[src/rtl/strw_pkg.sv]
package strw_pkg;
  localparam int SEG_W   = 16;
  localparam int OFS_W   = 16;
  localparam int SHIFT   = 4;
  localparam int ADDR_W  = SEG_W + SHIFT;
  localparam int CNT_W   = 16;
  localparam int SEL_W   = 3;
  localparam int NUM_PTR = 4;

  typedef enum logic [SEL_W-1:0] {
    SEL_SRC_SEG = 3'd0,
    SEL_DST_SEG = 3'd1,
    SEL_SRC_OFS = 3'd2,
    SEL_DST_OFS = 3'd3,
    SEL_COUNT   = 3'd4
  } wsel_e;

  // segment * 16 + offset, wrapped to ADDR_W bits
  function automatic logic [ADDR_W-1:0] phys_addr(input logic [SEG_W-1:0] seg,
                                                  input logic [OFS_W-1:0] ofs);
    logic [ADDR_W-1:0] base;
    logic [ADDR_W-1:0] ext;
    base = {seg, {SHIFT{1'b0}}};
    ext  = ADDR_W'(ofs);
    return base + ext;
  endfunction

  // offset advance by 1 or 2, wrapped within the segment
  function automatic logic [OFS_W-1:0] next_ofs(input logic [OFS_W-1:0] ofs,
                                                input logic down,
                                                input logic word);
    logic [OFS_W-1:0] step;
    step = word ? OFS_W'(2) : OFS_W'(1);
    return down ? (ofs - step) : (ofs + step);
  endfunction
endpackage

[src/rtl/strw_regfile.sv]
module strw_regfile
  import strw_pkg::*;
(
  input  logic             clk,
  input  logic             rst_n,
  input  logic             wr_en,
  input  logic [SEL_W-1:0] wr_sel,
  input  logic [SEG_W-1:0] wr_data,
  input  logic             step_fire,
  input  logic             dir_flag,
  input  logic             word_mode,
  output logic [SEG_W-1:0] src_seg,
  output logic [SEG_W-1:0] dst_seg,
  output logic [OFS_W-1:0] src_ofs,
  output logic [OFS_W-1:0] dst_ofs,
  output logic [CNT_W-1:0] count,
  output logic             stride_word
);
  logic [SEG_W-1:0] ptr_q [NUM_PTR];

  // Segments (0,1) hold; offsets (2,3) advance on a performed step
  for (genvar k = 0; k < NUM_PTR; k++) begin : g_ptr
    localparam bit IS_OFS = (k >= 2);
    always_ff @(posedge clk or negedge rst_n) begin
      if (!rst_n) begin
        ptr_q[k] <= '0;
      end else if (wr_en && wr_sel == SEL_W'(k)) begin
        ptr_q[k] <= wr_data;
      end else if (IS_OFS && step_fire) begin
        ptr_q[k] <= next_ofs(ptr_q[k], dir_flag, stride_word);
      end
    end
  end

  always_ff @(posedge clk or negedge rst_n) begin
    if (!rst_n) begin
      count       <= '0;
      stride_word <= 1'b0;
    end else if (wr_en && wr_sel == SEL_COUNT) begin
      count       <= CNT_W'(wr_data);
      stride_word <= word_mode;
    end else if (step_fire) begin
      count       <= count - CNT_W'(1);
    end
  end

  assign src_seg = ptr_q[SEL_SRC_SEG];
  assign dst_seg = ptr_q[SEL_DST_SEG];
  assign src_ofs = ptr_q[SEL_SRC_OFS];
  assign dst_ofs = ptr_q[SEL_DST_OFS];
endmodule

[src/rtl/strw_addr_unit.sv]
module strw_addr_unit
  import strw_pkg::*;
(
  input  logic              clk,
  input  logic              rst_n,
  input  logic              fire,
  input  logic [SEG_W-1:0]  seg_a,
  input  logic [OFS_W-1:0]  ofs_a,
  input  logic [SEG_W-1:0]  seg_b,
  input  logic [OFS_W-1:0]  ofs_b,
  output logic [ADDR_W-1:0] addr_a,
  output logic [ADDR_W-1:0] addr_b,
  output logic              valid
);
  logic [SEG_W-1:0]  seg_v  [2];
  logic [OFS_W-1:0]  ofs_v  [2];
  logic [ADDR_W-1:0] addr_q [2];

  assign seg_v[0] = seg_a;
  assign seg_v[1] = seg_b;
  assign ofs_v[0] = ofs_a;
  assign ofs_v[1] = ofs_b;

  for (genvar c = 0; c < 2; c++) begin : g_chan
    always_ff @(posedge clk or negedge rst_n) begin
      if (!rst_n)    addr_q[c] <= '0;
      else if (fire) addr_q[c] <= phys_addr(seg_v[c], ofs_v[c]);
    end
  end

  always_ff @(posedge clk or negedge rst_n) begin
    if (!rst_n) valid <= 1'b0;
    else        valid <= fire;
  end

  assign addr_a = addr_q[0];
  assign addr_b = addr_q[1];
endmodule

[src/rtl/strw_addr_gen.sv]
module strw_addr_gen
  import strw_pkg::*;
(
  input  logic              clk,
  input  logic              rst_n,
  input  logic              wr_en,
  input  logic [SEL_W-1:0]  wr_sel,
  input  logic [SEG_W-1:0]  wr_data,
  input  logic              dir_flag,
  input  logic              word_mode,
  input  logic              step_req,
  output logic [ADDR_W-1:0] src_addr,
  output logic [ADDR_W-1:0] dst_addr,
  output logic              addr_valid,
  output logic              done
);
  logic [SEG_W-1:0] src_seg, dst_seg;
  logic [OFS_W-1:0] src_ofs, dst_ofs;
  logic [CNT_W-1:0] cnt_q;
  logic             stride_word;
  logic             cnt_zero;
  logic             step_fire;

  assign cnt_zero  = (cnt_q == '0);
  assign step_fire = step_req && !wr_en && !cnt_zero;
  assign done      = cnt_zero;

  strw_regfile u_regs (
    .clk         (clk),
    .rst_n       (rst_n),
    .wr_en       (wr_en),
    .wr_sel      (wr_sel),
    .wr_data     (wr_data),
    .step_fire   (step_fire),
    .dir_flag    (dir_flag),
    .word_mode   (word_mode),
    .src_seg     (src_seg),
    .dst_seg     (dst_seg),
    .src_ofs     (src_ofs),
    .dst_ofs     (dst_ofs),
    .count       (cnt_q),
    .stride_word (stride_word)
  );

  strw_addr_unit u_addr (
    .clk    (clk),
    .rst_n  (rst_n),
    .fire   (step_fire),
    .seg_a  (src_seg),
    .ofs_a  (src_ofs),
    .seg_b  (dst_seg),
    .ofs_b  (dst_ofs),
    .addr_a (src_addr),
    .addr_b (dst_addr),
    .valid  (addr_valid)
  );
endmodule

[config.mk]
export PLATFORM = sky130hd
export DESIGN_NAME = strw_addr_gen
export DESIGN_NICKNAME = d
export VERILOG_FILES = /design/src/rtl/strw_pkg.sv /design/src/rtl/strw_regfile.sv /design/src/rtl/strw_addr_unit.sv /design/src/rtl/strw_addr_gen.sv
export SDC_FILE = /design/constraint.sdc
export NUM_CORES = 1
export LEC_CHECK = 0
export BUFFER_PORTS_ARGS = -buffer_cell sky130_fd_sc_hd__buf_2
export CORE_UTILIZATION = 54
export DETAILED_ROUTE_END_ITERATION = 10
export GPL_ROUTABILITY_DRIVEN = 1
export PLACE_DENSITY = 0.75
export SETUP_SLACK_MARGIN = 0.4
export SLEW_MARGIN = 20
export SYNTH_ARGS = -nofsm -noshare
export SYNTH_HDL_FRONTEND = slang
export SYNTH_HIERARCHICAL = 1
export SYNTH_SLANG_ARGS = --single-unit
[constraint.sdc]
create_clock -name clk -period 2.8 [get_ports clk]
set_input_delay 0.14 -clock clk [delete_from_list [all_inputs] [get_ports clk]]
set_output_delay 0.14 -clock clk [all_outputs]
set_load 0.02 [all_outputs]
==> results.cfg <==
[yosys]
syn_avg_cell_area_um2 = 9.81
synth.cell_area_um2 = 7920
ys_warn_count = 6
synthDistinctLibCells = 73
seq_area_frac_synth_pct = 38.6
synth_edf_count = 0
syn_nets = 889
ys.flop_type = dfrtp_1
synthCells = 807
synth.ff_latch_count = 122
synthArstFlopShare_pct = 100

[power]
cellInternalPower_mw = 6.44
p_clk_share_pct = 19.4
pwr-share-seq_pct = 28.6
powerDensity_nw_per_um2 = 1200
p_sw_share_pct = 42.7
power_leakage_nw = 4.05
vdd_drop_max_mv = 0.721
power_switching_mw = 4.80
pwr-share-comb_pct = 52.0

[timing]
rsz0062_at_grt = yes
post-route-period-util_pct = 85.9
hold_viol = 0
tightest_slew_ps = 593
relSlewSlack_pct = 60.1
finalSetupTns_ps = 0
setup-violations-final = 0
fin_crit_ps = 2410
slew_viol_final = 0
fin_skew_ps = 7.00
max_freq_mhz = 416

[placed_design]
dpl.hpwl_um = 13900
portBuffers = 66
routabilityCongestion = 0.907
place_area_um2 = 8480

[global_route]
grt_pass1_wl_um = 32800
grt_pass1_vias = 6326
antenna_found_initial = 0
overflow = 0
grt_start_max_net_pins = 66
grtUsageTotal_pct = 28.7

[worst_setup_path]
worstPathMaxFanout = 4
crit_chain = and2b_4 > xor2_1 > ha_2 > o21ai_2 > nor4b_4 > or3b_4 > o31a_1 > a221o_1
critPathKind = reg -> reg
arrival_ps = 2720
startpoint_type = flop
required_ps = 3110
endpoint_kind = flop
crit_buf_inv = 0
max_stage_delay_ps = 420
crit_family = simple AND/OR/NAND/NOR gates
cp_slowest_cell = or3b_4

[final_layout]
final_net_count = 972
drive_gt1_share_pct = 27.1
final_common_cell = dfrtp_1
n_fill_cell = 1124
design_area_um2 = 9400
final_cell_mix = dfrtp_1, nand2_1, buf_2, mux2_2, a21oi_1
area_growth_pct = 18.7
antennaDiodeCount = 0

[detailed_routing]
drt_iter0_markers = 491
routed_wl_um = 21300
num_vias = 6745
ant_nets = 0
route.detailed.drc = 0
wl_per_cell_um = 19.7
vias_per_cell = 6.23
first_pass_iters = 5

[floorplan]
io_pins = 67
dieArea_um2 = 15200
dieWidth_um = 123
core-area_um2 = 14100
die_h_um = 123
rows = 43
start_util_pct = 56.2

[clock_tree]
path_clk_slew_ps = 60
cts_tree = built
cts_htree_levels = 4
cts_sinks = 122
clk_path_buf_depth = 2
clk_latency_ps = 420
cts_buffers = 17
root_buffer = clkbuf_16

[outcome]
status = finished clean

[worst_hold_path]
hold_class = in -> reg

[job]
maxCapViolations = 0
[state kept, by name (all words and copies together) (netlist names)]
name and flops:
u_regs/src_ofs 16, u_regs/dst_ofs 16, u_regs/stride_word 1, u_regs/src_seg 16, u_addr/addr_a 20, u_regs/dst_seg 16, u_addr/valid 1, u_addr/addr_b 20
u_regs/count 16
[timing repair]
| item | CTS | global route |
|---|---|---|
| hold buffers | 2 | 0 |
| resized for setup | 9 | 47 |
| endpoints found under the setup margin | 9 | 21 |
| setup buffers | 3 | 10 |
| endpoints found under the hold margin | 28 | 0 |
| pin swaps | 4 | 19 |
[metrics by stage]
step           hold WS [ps]  std cells  setup slack [ps]  utilization (%)  power, mW
6_report               43.1       1082               395             66.7       11.2
5_1_grt                59.3       1082               298             66.7       11.9
4_1_cts                37.2       1072               383             64.8       10.7
3_5_place_dp            104       1036              90.3             60.2       8.40
3_3_place_gp            100       1036               139             60.2       8.30
2_1_floorplan          -156        807               443                -       7.06
[power by group through the flow]
stage	combinational (mW)	sequential [mW]	clock (mW)
after global placement	5.17	3.13	0
final	5.85	3.22	2.18
after floorplan	3.76	3.30	0
after global routing	6.37	3.31	2.27
after detailed placement	5.24	3.16	0
after CTS	5.38	3.16	2.20
[cell families (layout without fill, tap and decap cells)]
family                     count (synthesis)  after routing  synth area share, %
muxes                                     87             87                 12.0
xor gates and xnor gates                  57             57                 6.30
DFF                                      122            122                 38.6
adders and majority gates                 58             58                 9.32
buffers and inverters                     43            138                 2.42
and+or+nand+nor                          226            226                 14.5
AOI/OAI and AO/OA                        214            214                 16.8
[cell usage after synthesis, types with 9 or more instances]
cell type	instances	area, µm²
nand3_1	22	110
nand2_1	77	289
ha_1	55	688
inv_1	14	52.6
o21ai_0	60	300
nor3b_1	10	75.1
xnor2_1	33	289
nor3_1	12	60.1
mux2i_1	24	240
a31oi_1	11	68.8
a211oi_1	9	67.6
mux2_2	62	698
clkbuf_1	18	67.6
xor2_1	24	210
nor2_1	45	169
a21oi_1	64	320
a21o_1	13	97.6
dfrtp_1	122	3050
[worst min-delay path, delay by kind of cell]
| family | cells | cell delay [ps] |
|---|---|---|
| and+or+nand+nor | 1 | 60 |
| buffers and inverters | 1 | 150 |
| AOI/OAI and AO/OA | 1 | 70 |
[layer usage]
layer / track usage, % / wire (µm) / vias up
met5: 0 / 0 / -
li1: - / - / 3132
met1: 36.3 / 8890 / 3278
met3: 5.26 / 1200 / 70
met4: 14.8 / 856 / 0
met2: 47.1 / 10300 / 265
[worst paths after layout]
check                                               start                        endpoint  slack [ps]  cells after the start
setup / recovery           u_regs/stride_word$_DFFE_PN0P_  u_regs/dst_ofs[12]$_DFFE_PN0P_         390                      8
hold / removal                                wr_data[11]  u_regs/src_ofs[11]$_DFFE_PN0P_          40                      3
setup reg to reg           u_regs/stride_word$_DFFE_PN0P_  u_regs/dst_ofs[12]$_DFFE_PN0P_         390                      8
hold reg to reg             u_addr/addr_b[15]$_DFFE_PN0P_   u_addr/addr_b[15]$_DFFE_PN0P_         500                      2
max in group asynchronous                           rst_n  u_regs/dst_ofs[13]$_DFFE_PN0P_        1840                      3
min in group asynchronous                           rst_n    u_regs/count[15]$_DFFE_PN0P_         190                      2
[area by class of cell]
class	count	area (µm²)	area share, %
Clock buffer	18	439	4.67
Clock inverter	13	144	1.53
Inverter	15	56.3	0.599
Multi-Input combinational cell	642	4910	52.2
Sequential cell	122	3070	32.6
Tap cell	180	225	2.40
Timing Repair Buffer	92	562	5.97
(Power assumes the default switching activity.)
